## src/rtl/ecc_rmw_pkg.sv

```systemverilog
package ecc_rmw_pkg;
  localparam int DW = 64;
  localparam int HW = 7;
  localparam int CW = 8;
  localparam int WW = DW + CW;
  localparam int NB = DW / 8;

  typedef enum logic [2:0] {
    ST_IDLE, ST_EXEC, ST_WAIT, ST_WB, ST_RESP
  } st_e;

  // Hamming check over positions 1..71; data fills the non-power-of-two slots.
  function automatic logic [HW-1:0] ham_bits(logic [DW-1:0] d);
    logic [HW-1:0] c;
    int j;
    c = '0;
    j = 0;
    for (int p = 1; p < WW; p++) begin
      if ((p & (p - 1)) != 0) begin
        if (d[j]) c = c ^ HW'(p);
        j++;
      end
    end
    return c;
  endfunction
endpackage

```

## src/rtl/ecc_enc.sv

```systemverilog
module ecc_enc
  import ecc_rmw_pkg::*;
(
  input  logic [DW-1:0] data_i,
  output logic [WW-1:0] word_o
);
  logic [HW-1:0] chk;
  assign chk    = ham_bits(data_i);
  assign word_o = {^{chk, data_i}, chk, data_i};
endmodule

```

## src/rtl/ecc_dec.sv

```systemverilog
module ecc_dec
  import ecc_rmw_pkg::*;
(
  input  logic [WW-1:0] word_i,
  output logic [DW-1:0] data_o,
  output logic [CW-1:0] syn_o,
  output logic          ce_o,
  output logic          ue_o
);
  logic [HW-1:0] syn_h;
  logic          par;

  assign syn_h = word_i[DW +: HW] ^ ham_bits(word_i[DW-1:0]);
  assign par   = ^word_i;
  assign syn_o = {par, syn_h};
  // odd parity with a position beyond the word is a multi-bit error
  assign ce_o  = par && (syn_h <= HW'(WW - 1));
  assign ue_o  = (!par && (syn_h != '0)) || (par && (syn_h > HW'(WW - 1)));

  always_comb begin
    int j;
    data_o = word_i[DW-1:0];
    j = 0;
    for (int p = 1; p < WW; p++) begin
      if ((p & (p - 1)) != 0) begin
        if (syn_h == HW'(p)) data_o[j] = ~data_o[j];
        j++;
      end
    end
  end
endmodule

```

## src/rtl/ecc_log_slot.sv

```systemverilog
module ecc_log_slot #(
  parameter int AW    = 32,
  parameter int CNT_W = 16
) (
  input  logic             clk_i,
  input  logic             rst_ni,
  input  logic             clr_i,
  input  logic             ev_i,
  input  logic [AW-1:0]    addr_i,
  input  logic [7:0]       syn_i,
  output logic             vld_o,
  output logic [AW-1:0]    addr_o,
  output logic [7:0]       syn_o,
  output logic [CNT_W-1:0] cnt_o
);
  always_ff @(posedge clk_i or negedge rst_ni) begin
    if (!rst_ni) begin
      vld_o  <= 1'b0;
      addr_o <= '0;
      syn_o  <= '0;
      cnt_o  <= '0;
    end else if (clr_i) begin
      vld_o  <= 1'b0;
      addr_o <= '0;
      syn_o  <= '0;
      cnt_o  <= '0;
    end else if (ev_i) begin
      if (!vld_o) begin
        vld_o  <= 1'b1;
        addr_o <= addr_i;
        syn_o  <= syn_i;
      end
      if (cnt_o != '1) cnt_o <= cnt_o + 1'b1;
    end
  end

  a_r12_hold_first: assert property (@(posedge clk_i) disable iff (!rst_ni)
    (vld_o && !clr_i) |=> (vld_o && $stable(addr_o) && $stable(syn_o)));
  a_r12_cnt_mono: assert property (@(posedge clk_i) disable iff (!rst_ni)
    !clr_i |=> (cnt_o >= $past(cnt_o)));
endmodule

```

## src/rtl/ecc_rmw_scrubber.sv

```systemverilog
module ecc_rmw_scrubber
  import ecc_rmw_pkg::*;
#(
  parameter int HOST_AW = 40,
  parameter int DEC_AW  = 32,
  parameter int MEM_AW  = 29,
  parameter int CNT_W   = 16
) (
  input  logic               clk_i,
  input  logic               rst_ni,
  input  logic               cfg_ecc_en_i,
  input  logic               cfg_corr_en_i,
  input  logic               cfg_scrub_en_i,
  input  logic               req_valid_i,
  output logic               req_ready_o,
  input  logic               req_write_i,
  input  logic [HOST_AW-1:0] req_addr_i,
  input  logic [DW-1:0]      req_wdata_i,
  input  logic [NB-1:0]      req_be_i,
  output logic               rsp_valid_o,
  output logic [DW-1:0]      rsp_rdata_o,
  output logic               rsp_err_o,
  output logic               rsp_ce_o,
  output logic               mem_req_o,
  output logic               mem_we_o,
  output logic [MEM_AW-1:0]  mem_addr_o,
  output logic [NB:0]        mem_be_o,
  output logic [WW-1:0]      mem_wdata_o,
  input  logic [WW-1:0]      mem_rdata_i,
  input  logic               log_clr_i,
  output logic               ce_vld_o,
  output logic [DEC_AW-1:0]  ce_addr_o,
  output logic [CW-1:0]      ce_syn_o,
  output logic [CNT_W-1:0]   ce_cnt_o,
  output logic               ue_vld_o,
  output logic [DEC_AW-1:0]  ue_addr_o,
  output logic [CW-1:0]      ue_syn_o,
  output logic [CNT_W-1:0]   ue_cnt_o
);
  localparam int WORD_LSB = $clog2(NB);
  localparam int NSLOT    = 2;

  st_e               st_q, st_d;
  logic              wr_q, oor_q, ecc_q, corr_q, scrub_q;
  logic [DEC_AW-1:0] addr_q;
  logic [DW-1:0]     wdata_q, merge_q, rdata_q, merged;
  logic [NB-1:0]     be_q;
  logic              err_q, ce_q, oor_d, accept, full_be;
  logic [DW-1:0]     enc_in, dec_data;
  logic [WW-1:0]     enc_word;
  logic [CW-1:0]     dec_syn;
  logic              dec_ce, dec_ue, in_wait;

  generate
    if (HOST_AW > DEC_AW) begin : g_hi_dec
      assign oor_d = |req_addr_i[HOST_AW-1:DEC_AW];
    end else begin : g_no_hi
      assign oor_d = 1'b0;
    end
  endgenerate

  assign req_ready_o = (st_q == ST_IDLE);
  assign accept      = req_valid_i && req_ready_o;
  assign full_be     = &be_q;
  assign in_wait     = (st_q == ST_WAIT);
  assign rsp_valid_o = (st_q == ST_RESP);
  assign rsp_rdata_o = rdata_q;
  assign rsp_err_o   = err_q;
  assign rsp_ce_o    = ce_q;
  assign mem_addr_o  = addr_q[WORD_LSB +: MEM_AW];

  assign enc_in = (st_q == ST_WB) ? merge_q : wdata_q;
  ecc_enc u_enc (.data_i(enc_in), .word_o(enc_word));
  ecc_dec u_dec (.word_i(mem_rdata_i), .data_o(dec_data), .syn_o(dec_syn),
                 .ce_o(dec_ce), .ue_o(dec_ue));

  always_comb begin
    for (int b = 0; b < NB; b++)
      merged[8*b +: 8] = be_q[b] ? wdata_q[8*b +: 8] : dec_data[8*b +: 8];
  end

  // memory strobes
  always_comb begin
    mem_req_o   = 1'b0;
    mem_we_o    = 1'b0;
    mem_be_o    = '0;
    mem_wdata_o = '0;
    case (st_q)
      ST_EXEC: if (!oor_q) begin
        mem_req_o = 1'b1;
        if (wr_q && !ecc_q) begin
          mem_we_o    = 1'b1;
          mem_be_o    = {1'b0, be_q};
          mem_wdata_o = {{CW{1'b0}}, wdata_q};
        end else if (wr_q && full_be) begin
          mem_we_o    = 1'b1;
          mem_be_o    = '1;
          mem_wdata_o = enc_word;
        end
      end
      ST_WB: begin
        mem_req_o   = 1'b1;
        mem_we_o    = 1'b1;
        mem_be_o    = '1;
        mem_wdata_o = enc_word;
      end
      default: ;
    endcase
  end

  always_comb begin
    st_d = st_q;
    case (st_q)
      ST_IDLE: if (accept) st_d = ST_EXEC;
      ST_EXEC: st_d = (oor_q || (wr_q && (!ecc_q || full_be))) ? ST_RESP : ST_WAIT;
      ST_WAIT: begin
        if (wr_q)                                   st_d = dec_ue ? ST_RESP : ST_WB;
        else if (ecc_q && dec_ce && corr_q && scrub_q) st_d = ST_WB;
        else                                        st_d = ST_RESP;
      end
      ST_WB:   st_d = ST_RESP;
      default: st_d = ST_IDLE;
    endcase
  end

  always_ff @(posedge clk_i or negedge rst_ni) begin
    if (!rst_ni) begin
      st_q    <= ST_IDLE;
      wr_q    <= 1'b0;
      oor_q   <= 1'b0;
      ecc_q   <= 1'b0;
      corr_q  <= 1'b0;
      scrub_q <= 1'b0;
      addr_q  <= '0;
      wdata_q <= '0;
      be_q    <= '0;
      merge_q <= '0;
      rdata_q <= '0;
      err_q   <= 1'b0;
      ce_q    <= 1'b0;
    end else begin
      st_q <= st_d;
      if (accept) begin
        wr_q    <= req_write_i;
        oor_q   <= oor_d;
        ecc_q   <= cfg_ecc_en_i;
        corr_q  <= cfg_corr_en_i;
        scrub_q <= cfg_scrub_en_i;
        addr_q  <= req_addr_i[DEC_AW-1:0];
        wdata_q <= req_wdata_i;
        be_q    <= req_be_i;
        rdata_q <= '0;
        err_q   <= 1'b0;
        ce_q    <= 1'b0;
      end
      if (st_q == ST_EXEC && oor_q) err_q <= 1'b1;
      if (in_wait) begin
        if (ecc_q) begin
          err_q <= dec_ue;
          ce_q  <= dec_ce;
        end
        if (wr_q) merge_q <= merged;
        else begin
          merge_q <= dec_data;
          rdata_q <= (ecc_q && corr_q) ? dec_data : mem_rdata_i[DW-1:0];
        end
      end
    end
  end

  // capture slots: 0 = correctable, 1 = uncorrectable
  logic [NSLOT-1:0]  slot_ev, slot_vld;
  logic [DEC_AW-1:0] slot_addr [NSLOT];
  logic [CW-1:0]     slot_syn  [NSLOT];
  logic [CNT_W-1:0]  slot_cnt  [NSLOT];

  assign slot_ev[0] = in_wait && ecc_q && dec_ce;
  assign slot_ev[1] = in_wait && ecc_q && dec_ue;

  generate
    for (genvar g = 0; g < NSLOT; g++) begin : g_slot
      ecc_log_slot #(.AW(DEC_AW), .CNT_W(CNT_W)) u_slot (
        .clk_i  (clk_i),
        .rst_ni (rst_ni),
        .clr_i  (log_clr_i),
        .ev_i   (slot_ev[g]),
        .addr_i (addr_q),
        .syn_i  (dec_syn),
        .vld_o  (slot_vld[g]),
        .addr_o (slot_addr[g]),
        .syn_o  (slot_syn[g]),
        .cnt_o  (slot_cnt[g])
      );
    end
  endgenerate

  assign ce_vld_o  = slot_vld[0];
  assign ce_addr_o = slot_addr[0];
  assign ce_syn_o  = slot_syn[0];
  assign ce_cnt_o  = slot_cnt[0];
  assign ue_vld_o  = slot_vld[1];
  assign ue_addr_o = slot_addr[1];
  assign ue_syn_o  = slot_syn[1];
  assign ue_cnt_o  = slot_cnt[1];

  a_r11_rsp_to_idle: assert property (@(posedge clk_i) disable iff (!rst_ni)
    rsp_valid_o |=> req_ready_o);
  a_r11_single_flight: assert property (@(posedge clk_i) disable iff (!rst_ni)
    accept |=> !req_ready_o);
  a_r10_oor_quiet: assert property (@(posedge clk_i) disable iff (!rst_ni)
    (st_q == ST_EXEC && oor_q) |-> !mem_req_o);
  a_r9_no_check_lane: assert property (@(posedge clk_i) disable iff (!rst_ni)
    (mem_we_o && !ecc_q) |-> !mem_be_o[NB]);
  a_r1_all_lanes: assert property (@(posedge clk_i) disable iff (!rst_ni)
    (mem_we_o && ecc_q) |-> (&mem_be_o));
  a_r2_even_word: assert property (@(posedge clk_i) disable iff (!rst_ni)
    (mem_we_o && ecc_q) |-> (^mem_wdata_o == 1'b0));
  a_r8_abort_merge: assert property (@(posedge clk_i) disable iff (!rst_ni)
    (in_wait && wr_q && dec_ue) |=> !mem_req_o);
  a_r5_no_ue_scrub: assert property (@(posedge clk_i) disable iff (!rst_ni)
    (in_wait && !wr_q && dec_ue) |=> !mem_we_o);
endmodule

```

## config.mk

```make
export PLATFORM = sky130hd
export DESIGN_NAME = ecc_rmw_scrubber
export DESIGN_NICKNAME = d
export VERILOG_FILES = /design/src/rtl/ecc_rmw_pkg.sv /design/src/rtl/ecc_enc.sv /design/src/rtl/ecc_dec.sv /design/src/rtl/ecc_log_slot.sv /design/src/rtl/ecc_rmw_scrubber.sv
export SDC_FILE = /design/constraint.sdc
export NUM_CORES = 1
export LEC_CHECK = 0
export ABC_AREA = 1
export CELL_PAD_IN_SITES_DETAIL_PLACEMENT = 1
export CELL_PAD_IN_SITES_GLOBAL_PLACEMENT = 1
export CORE_MARGIN = 2
export CORE_UTILIZATION = 35
export DETAILED_ROUTE_END_ITERATION = 12
export DONT_BUFFER_PORTS = 1
export PLACE_DENSITY_LB_ADDON = 0.1
export SLEW_MARGIN = 20
export SYNTH_ARGS = -nofsm -noshare
export SYNTH_HDL_FRONTEND = slang
export SYNTH_SLANG_ARGS = --single-unit
```

## constraint.sdc

```tcl
create_clock -name clk_i -period 8 [get_ports clk_i]
set_input_delay 1.2 -clock clk_i [delete_from_list [all_inputs] [get_ports clk_i]]
set_output_delay 1.2 -clock clk_i [all_outputs]
set_load 0.05 [all_outputs]
```

Yosys cells after proc, flatten, opt, wreduce, memory -nomap -nowiden --
Index checks and enable logic that the tools add are counted.
Word-level totals: register bits after elaboration 356, word-level logic and storage cells 578, output and inout port bits 294, bits of input ports 192
Operators by class: reduce and logical (&&, ||, !) cells 34, bitwise logic cells 191, multiplexer cells 255, eq/ne operators 73, add/subtract/negate cells 2, order comparisons 2
Operators by type and width (count):
- $mux W64 | 7
- $mux W6 | 63
- $mux W32 | 7
- $eq A7 B6 Y1 const B | 31
- $mux W72 | 3
- $mux W5 | 31
- $pmux W72 S2 | 1
- $not A3 Y3 | 46
- $not A4 Y4 | 32
- $mux W8 | 15
- $mux W16 | 7
- $eq A7 B5 Y1 const B | 15
- $mux W7 | 15
- $reduce_xor A72 Y1 | 1
- $reduce_xor A71 Y1 | 1
- $not A2 Y2 | 34
- $not A1 Y1 | 64
- $mux W63 | 1
- $mux W62 | 1
- $mux W61 | 1
- $mux W4 | 15
- $mux W60 | 1
- $not A5 Y5 | 12
- $mux W59 | 1
- 78 further kinds | 152

Logic depth before layout (Yosys ltp) --
Gate-level depths: netlist of the first run.
word-level depth 196, mapped depth 31, mapped depth without buffers 30

Cells and area by module --
A second synthesis of the first run with hierarchy kept.
Second synthesis, totals: cell total of the unflattened synthesis 4110, area, all modules 26411.6 sq um
Modules (own cells, without submodules):
- ecc_rmw_scrubber | area each 12762.2 sq um, instances 1, cells each 1719, sequential area each 6055.8 sq um
- ecc_log_slot | area each 2755.1 sq um, instances 2, cells each 341, sequential area each 1426.4 sq um
- ecc_dec | area each 4634.4 sq um, instances 1, cells each 1039, sequential area each 0.0 sq um
- ecc_enc | area each 3504.6 sq um, instances 1, cells each 670, sequential area each 0.0 sq um

Least setup slack after synthesis of the first run --
No wires, ideal clock.
kind register to output, from register st_q[2], to output mem_wdata_o[71], slack 3.671 ns, cell stages (with the launch flop) 27, data required time 6.800 ns, buffers on the path 3, arrival time 3.129 ns, path through dfrtp_1 inv_2 nand3_2 buf_6 buf_6 buf_6 nand2_1 nand2_2 xnor2_1 inv_1 nand2_1 nand2_1 xor2_1 inv_1 nand2_1 nand2_1 nand2_1 nand2_1 nand2_1 nand2_1 inv_1 nand2_1 nand2_1 nand3_1 nand3_1 nand2_1 nor2_1
On the way: cells in the longest elaborated chain, start to end 105, elaborated cells between the ends (all ways) 135, those cells by class eq/ne: 2; mux: 69; bitwise: 63; reduce/logical: 1
Ends and longest elaborated chain:
- start, declared | RTL line ecc_rmw_scrubber.sv:43 | st_e st_q, st_d;
- start signal, assigned | RTL line ecc_rmw_scrubber.sv:142 | st_q <= st_d;
- $eq A3 B2 Y1 | RTL line ecc_rmw_scrubber.sv:72, ecc_rmw_scrubber.sv:88
- $mux W64 | RTL line ecc_rmw_scrubber.sv:72 | assign enc_in = (st_q == ST_WB) ? merge_q : wdata_q;
- $mux W2 | RTL line ecc_rmw_pkg.sv:20 | if (d[j]) c = c ^ HW'(p);
- $mux W3 / $not A2 Y2 (equally long branches)
- $not A2 Y2 (no line) / $mux W3 (equally long branches)
- $mux W3 | RTL line ecc_rmw_pkg.sv:20
- $not A3 Y3 (no line)
- $mux W3 | RTL line ecc_rmw_pkg.sv:20
- [... 89 more ...]
- $mux W7 | RTL line ecc_rmw_pkg.sv:20
- $not A4 Y4 (no line)
- $mux W7 | RTL line ecc_rmw_pkg.sv:20
- $reduce_xor A71 Y1 | RTL line ecc_enc.sv:9 | assign word_o = {^{chk, data_i}, chk, data_i};
- $mux W72 | RTL line ecc_rmw_scrubber.sv:95 | end else if (wr_q && full_be) begin
- $mux W72 | RTL line ecc_rmw_scrubber.sv:91 | if (wr_q && !ecc_q) begin
- $mux W72 | RTL line ecc_rmw_scrubber.sv:89 | ST_EXEC: if (!oor_q) begin
- $pmux W72 S2 (*) | RTL line ecc_rmw_scrubber.sv:88 | case (st_q)
- end, declared | RTL line ecc_rmw_scrubber.sv:28 | output logic [WW-1:0] mem_wdata_o,
Every way passes the cells marked *; elsewhere a longest branch is shown, timed or not.

Final worst setup path of the first run --
Ends and elaborated chain as after synthesis.

==> results of run 1 <==
state kept, by name, indices dropped and copies added (netlist names):
name	cells
wr_q	1
g_slot.u_slot.vld_o	2
ecc_q	1
st_q	3
rsp_err_o	1
addr_q	32
corr_q	1
be_q	8
scrub_q	1
oor_q	1
rsp_ce_o	1
merge_q	64
g_slot.u_slot.addr_o	64
g_slot.u_slot.syn_o	16
g_slot.u_slot.cnt_o	32
wdata_q	64
rsp_rdata_o	64
cell usage in the layout (no fill, tap or decap), types with 4 or more instances in the layout:
master | synthesis | routed
nand3b_1 | 21 | 21
inv_1 | 376 | 375
nor2_2 | 5 | 5
o21ai_1 | 48 | 56
nand3_1 | 269 | 269
clkinv_2 | 0 | 10
a31oi_1 | 8 | 8
o21ai_0 | 290 | 282
dfrtp_1 | 356 | 356
inv_2 | 23 | 19
o21ai_4 | 4 | 4
a21oi_1 | 152 | 152
nand2_1 | 1363 | 1360
clkbuf_1 | 106 | 7
xor2_2 | 4 | 4
buf_4 | 37 | 87
o21ai_2 | 8 | 8
diode_2 | 0 | 5
clkbuf_16 | 0 | 47
nand2_2 | 13 | 14
nor2_4 | 4 | 5
nor3_1 | 21 | 19
nor4_1 | 4 | 4
nand4_1 | 12 | 12
nor2_1 | 89 | 88
o22ai_1 | 34 | 34
xor2_1 | 145 | 145
nand2_4 | 2 | 4
clkbuf_8 | 0 | 13
xnor2_1 | 77 | 77
o221ai_1 | 22 | 22
stage by stage:
step	cells	util [%]
floorplan	3564	-
global placement	4338	36.81
detailed placement	4338	36.82
CTS	4421	39.11
global route	4421	39.12
finish	4426	39.13
where the power goes:
group	total, W	internal (W)	switching [W]
Combinational	0.00767	0.00228	0.00539
Sequential	0.00371	0.00239	0.00131
Clock	0.00214	0.00126	0.000877
cell usage after synthesis, types with 2 or more instances:
| cell type | instances | share of area [%] |
|---|---|---|
| nand2_1 | 1363 | 21 |
| inv_1 | 376 | 5.9 |
| dfrtp_1 | 356 | 37 |
| o21ai_0 | 290 | 6.1 |
| nand3_1 | 269 | 5.6 |
| a21oi_1 | 152 | 3.2 |
| xor2_1 | 145 | 5.3 |
| clkbuf_1 | 106 | 1.7 |
| nor2_1 | 89 | 1.4 |
| xnor2_1 | 77 | 2.8 |
| o21ai_1 | 48 | 1.0 |
| buf_4 | 37 | 1.2 |
| o22ai_1 | 34 | 0.89 |
| buf_2 | 28 | 0.58 |
| inv_2 | 23 | 0.36 |
| o221ai_1 | 22 | 0.80 |
| nand3b_1 | 21 | 0.66 |
| nor3_1 | 21 | 0.44 |
| nand2_2 | 13 | 0.34 |
| nand4_1 | 12 | 0.31 |
| a31oi_1 | 8 | 0.21 |
| buf_1 | 8 | 0.13 |
| o21ai_2 | 8 | 0.29 |
| buf_6 | 6 | 0.28 |
| nor2_2 | 5 | 0.13 |
| nand3_2 | 4 | 0.17 |
| nor2_4 | 4 | 0.19 |
| nor4_1 | 4 | 0.10 |
| o21ai_4 | 4 | 0.27 |
| xor2_2 | 4 | 0.27 |
| nor4_2 | 3 | 0.16 |
| clkbuf_2 | 2 | 0.042 |
| clkinv_1 | 2 | 0.031 |
| ha_1 | 2 | 0.10 |
| nand2_4 | 2 | 0.094 |
| nand4_2 | 2 | 0.10 |
| o211ai_1 | 2 | 0.063 |
| or2_1 | 2 | 0.052 |
cell families (layout without fill, tap and decap cells):
group	after synthesis	in the layout	share of synthesized area [%]
AND/OR/NAND/NOR	1818	1818	31.28
buffers and inverters	589	573	10.16
AO/OA/AOI/OAI	573	573	12.92
flip-flops	356	356	37.16
XOR/XNOR	226	226	8.382
adder cells (fa/ha/maj)	2	2	0.1044
other	0	5	0
per-layer routing:
layer  vias to the layer above  track usage (%)  wire (um)
li1                      11160                -          -
met4                         4            8.412       3118
met2                       622            47.36      48480
met1                     11860            39.24      47020
met3                       135            6.072       6986
met5                         -                0         27
critical path: cells and delay by family, from the launching register on:
family                 cells  cell delay, ns
buffers and inverters      6            1.20
DFF                        1            0.43
and+or+nand+nor           22            3.00
path summary, 6_finish.rpt:
check	start	end	slack (ns)	depth (start not counted)
setup / recovery	st_q[2]	mem_wdata_o[71]	1.56	28
min in group clk_i	merge_q[23]	merge_q[23]	0.48	2
hold / removal	rst_ni	wdata_q[20]	0.30	0
setup reg to reg	st_q[1]	wdata_q[30]	4.71	9
hold reg to reg	merge_q[23]	merge_q[23]	0.48	2
max in group asynchronous	rst_ni	g_slot[1].u_slot.cnt_o[5]	6.46	0
area by class of cell:
class	instances	area share, %
multi-input cells	2619	47.97
flip-flops and latches	356	33.72
inverters	402	5.768
clock buffers	67	5.228
well taps	873	4.134
repair buffers	88	2.515
clock inverters	16	0.6251
diodes	5	0.04736
==> out/metrics.csv, run 1 <==
stage;metric;value;unit
floorplanning;die-width;265.7;um
clock_tree;clk_latency;0.60;ns
timing;final_hold_viol_count;0;
placed_design;dp_slack;2.183;ns
timing;fin_skew;0.01825;ns
worst_setup_path;critPathLaunchType;register;
synthesis;netlist_area;23970;sq um
global_route;grt_max_degree;357;
clock_tree;clkTransAtPathRegs;0.06;ns
drt;dr.pass1.iters;5;
worst_setup_path;critPathKind;reg -> out;
drt;drtAntennaViolNets;0;
pwr;peakVddDrop;0.4490;mV
synthesis;synth_warnings;0;
synthesis;ys.flop_type;dfrtp_1;
floorplanning;start_util;35.51;%
clock_tree;holdBufCountCts;0;
timing;max_freq;155.4;MHz
clock_tree;clock-sinks;356;
timing;tightest_slew;1.531;ns
finish;nFillCells;8626;
synthesis;synth-edff-count;0;
floorplanning;rows;95;
timing;min_period;6.436;ns
synthesis;async_reset_ff_share;100.0;%
status;violations;slew limit;
timing;rsz0062_at_grt;no;
drt;drt_iter0_drc;1775;
floorplanning;coreArea;67510;sq um
worst_setup_path;required;6.80;ns
timing;holdWs;0.2999;ns
finish;final_nets;3707;
worst_setup_path;critical_path.most_common_cell;nand2_1;
worst_setup_path;cp.arrival;5.24;ns
floorplanning;die-area;70610;sq um
pwr;p_per_area;511.7;nW/um^2
worst_setup_path;end_kind;primary output;
synthesis;syn_nets;3758;
finish;final_area;26420;sq um
placed_design;gp_congestion;0.9498;
clock_tree;cts-root-buf;clkbuf_16;
clock_tree;htreeDepth;2;
finish;layout-drive-gt1-share;6.990;%
worst_setup_path;critPathSlowestCell;nor2_1;
clock_tree;cts_setup_buffers;0;
placed_design;io_buffers;0;
finish;multiInputGateArea;12670;sq um
clock_tree;cts_made_buffers;46;
pwr;power.leakage;13.92;nW
synthesis;syn_area_per_cell;6.727;sq um
global_route;overflow;0;
status;status;finished, violations left;
pwr;power.total;0.01352;W
drt;routed_via_density;5.374;
timing;setup_ws;1.564;ns
timing;slew_headroom;-2.077;%
flow_run;cap_viol_max_count;0;
drt;wl;105600;um
finish;syn2layout_area_growth;10.21;%
global_route;antenna_found_initial;10;
timing;final.period_utilization;80.45;%
timing;slew_viol_final;43;
drt;routedWlPerCell;23.87;um
finish;seqCellArea;8909;sq um
clock_tree;cts_buffer_depth;3;
floorplanning;io_pins;486;
timing;fin_setup_tns;0;ns
worst_setup_path;cpPeakStageDelay;0.73;ns
timing;finalSetupViolations;0;
synthesis;yosysSeqAreaShare;37.16;%
placed_design;dpl.hpwl;82370;um
floorplanning;die_h;265.7;um
global_route;track_usage;29.19;%
worst_setup_path;cp_max_fo;41;
synthesis;syn_inst;3564;
synthesis;ys_types;48;
drt;drcViolationCount;0;
clock_tree;cts_resized;0;
drt;dr_total_vias;23780;
global_route;grt_pass1_vias;24260;
placed_design;placed_area;24860;sq um
clock_tree;cts_tree;done;
synthesis;synth-seq-cells;356;
global_route;grt_pass1_wl;155500;um
worst_hold_path;hp-class;in -> async;
Power figures use the tool's default switching activity.
==> run 2, diff against run 1 <==
==> constraint.sdc (replaced) <==
create_clock -name clk_i -period 5.6 [get_ports clk_i]
set_input_delay 0.84 -clock clk_i [delete_from_list [all_inputs] [get_ports clk_i]]
set_output_delay 0.84 -clock clk_i [all_outputs]
set_load 0.05 [all_outputs]
==> out/metrics.csv, run 2 (synthesized netlist as in run 1, its figures left out) <==
stage;metric;value;unit;change
status;status;finished, violations left;;
status;violations;hold timing, slew limit;;
pwr;sw_frac_of_total;56.16;%;about the same
timing;min_period;5.214;ns;
worst_setup_path;rrSetupSlack;1.99;ns;-2.72 ns
worst_setup_path;reg2regPathDepth;10;;+1
global_route;track_usage;28.88;%;-0.31 points
pwr;power.total;0.01905;W;+41%
timing;final.period_utilization;93.12;%;
worst_setup_path;required;4.76;ns;-2.04 ns
floorplanning;coreArea;67510;sq um;unchanged
clock_tree;htreeDepth;2;;unchanged
timing;holdWs;-0.01384;ns;-0.3137 ns
timing;rsz0062_at_grt;no;;
pwr;pwr-share-seq;27.7;%;+0.3 points
worst_setup_path;cp.arrival;4.37;ns;-0.87 ns
floorplanning;start_util;35.51;%;unchanged
clock_tree;cts_tree;done;;
timing;tightest_slew;1.684;ns;+0.1525 ns
pwr;intPower;0.008353;W;+41%
clock_tree;cts-root-buf;clkbuf_16;;
placed_design;dpl.hpwl;82090;um;-0.35%
pwr;power.leakage;14.02;nW;+0.74%
drt;drtAntennaViolNets;0;;unchanged
global_route;antenna_found_initial;10;;unchanged
global_route;grt_pass1_wl;154300;um;-0.72%
timing;final_hold_viol_count;4;;+4
floorplanning;die-area;70610;sq um;unchanged
finish;fin_util;39.37;%;+0.23 points
pwr;p_per_area;716.9;nW/um^2;+40%
timing;slew_headroom;-12.24;%;-10 points
global_route;grt_pass1_vias;24140;;-0.49%
pwr;p_clk_share;15.3;%;-0.5 points
floorplanning;die_h;265.7;um;unchanged
drt;dr.pass1.iters;5;;unchanged
clock_tree;clkTransAtPathRegs;0.06;ns;about the same
pwr;combPwrFrac;57.0;%;+0.2 points
global_route;grt_max_degree;357;;unchanged
worst_setup_path;r2r-start;st_q[1];;
floorplanning;io_pins;486;;unchanged
timing;fin_setup_tns;0;ns;unchanged
clock_tree;clock-sinks;356;;unchanged
finish;syn2layout_area_growth;10.87;%;
timing;max_freq;191.8;MHz;
worst_setup_path;r2r-end;rsp_rdata_o[31];;
finish;final_cell_mix;nand2_1 (1360), inv_1 (375), dfrtp_1 (356);;
finish;final_common_cell;nand2_1;;
worst_setup_path;critPathLaunchType;register;;
drt;dr_total_vias;23880;;+0.39%
finish;layout-drive-gt1-share;7.595;%;+0.61 points
floorplanning;rows;95;;unchanged
placed_design;io_buffers;0;;unchanged
timing;setup_ws;0.3855;ns;-1.179 ns
worst_hold_path;hp-class;in -> async;;
placed_design;dp_slack;0.7679;ns;-1.415 ns
pwr;p_sw;0.01070;W;+41%
clock_tree;clk_latency;0.61;ns;about the same
clock_tree;cts_made_buffers;45;;-2.2%
global_route;overflow;0;;unchanged
worst_setup_path;cp_max_fo;42;;+2.4%
drt;drt_iter0_drc;1847;;+4.1%
clock_tree;cts_setup_buffers;0;;unchanged
placed_design;gp_congestion;0.9442;;-0.59%
pwr;peakVddDrop;0.4456;mV;-0.76%
flow_run;cap_viol_max_count;0;;unchanged
clock_tree;cts_buffer_depth;3;;unchanged
placed_design;placed_area;25120;sq um;+1.1%
worst_setup_path;end_kind;primary output;;
drt;routedWlPerCell;23.61;um;-1.1%
timing;slew_viol_final;182;;+320%
drt;drcViolationCount;0;;unchanged
worst_setup_path;critPathKind;reg -> out;;
floorplanning;die-width;265.7;um;unchanged
finish;final_nets;3736;;+0.78%
drt;routed_via_density;5.374;;about the same
timing;fin_skew;0.03942;ns;+0.02117 ns
timing;finalSetupViolations;0;;unchanged
finish;nFillCells;8630;;+0.046%
finish;final_area;26580;sq um;+0.60%
drt;wl;104900;um;-0.71%
==> run 2: critical path, cell delays in order (launching register included) <==
cell        delay, ns
dfrtp_1          0.49
nand2_1          0.11
inv_1            0.26
nand2_1          0.18
nor4_1           0.08
inv_1            0.05
nor3_1           0.05
buf_4            0.16
nor2_4           0.85
clkinvlp_4       0.88
nand2_1          0.23
o21ai_1          0.38
==> run 2: repair_timing <==
action,in CTS,in global routing
endpoints found under the setup margin,0,9
resized for setup,0,4
hold endpoints to repair,356,245
==> run 2: routing by layer <==
layer,share of wire [%],routed length (um),vias to the layer above,global-route usage [%]
met3,7.0,7338,160,6.109
li1,-,-,11200,-
met4,3.4,3517,2,9.338
met5,0.016,17,-,0
met1,43,45450,11810,38.27
met2,46,48570,706,46.98
==> run 2: cell type report <==
class                           count  area, sq um  share of cell area, %
Antenna cell                        2        5.005                0.01883
Clock buffer                       62         1290                  4.853
Clock inverter                     11        155.1                 0.5837
Inverter                          402         1526                  5.743
Multi-Input combinational cell   2619        12680                  47.72
Sequential cell                   356         8909                  33.52
Tap cell                          873         1092                  4.110
Timing Repair Buffer              118        918.4                  3.455
==> run 2: worst max-delay path by stage <==
stage | startpoint | endpoint | slack (ns) | cells after the start
2_1_floorplan | st_q[2] | mem_wdata_o[71] | 1.63 | 26
3_3_place_gp | wr_q | mem_wdata_o[1] | 0.91 | 11
3_5_place_dp | wr_q | mem_wdata_o[41] | 0.77 | 11
4_1_cts | wr_q | mem_wdata_o[41] | 0.1 | 11
5_1_grt | st_q[2] | mem_wdata_o[71] | 0.04 | 31
6_report | wr_q | mem_wdata_o[1] | 0.39 | 11
==> run 2: power by group through the flow <==
stage               logic (W)  registers (W)  clock network (W)
floorplan             0.00845        0.00469                  0
global placement       0.0105        0.00530                  0
detailed placement     0.0109        0.00532                  0
CTS                    0.0109        0.00528            0.00299
global route           0.0122        0.00538            0.00308
finish                 0.0109        0.00528            0.00292
==> run 2: stage by stage <==
step           cells  hold slack (ns)
4_1_cts         4441         -0.08360
2_1_floorplan   3564           0.4486
6_report        4443         -0.01384
3_3_place_gp    4366           0.4635
5_1_grt         4443         -0.05749
3_5_place_dp    4368           0.4656
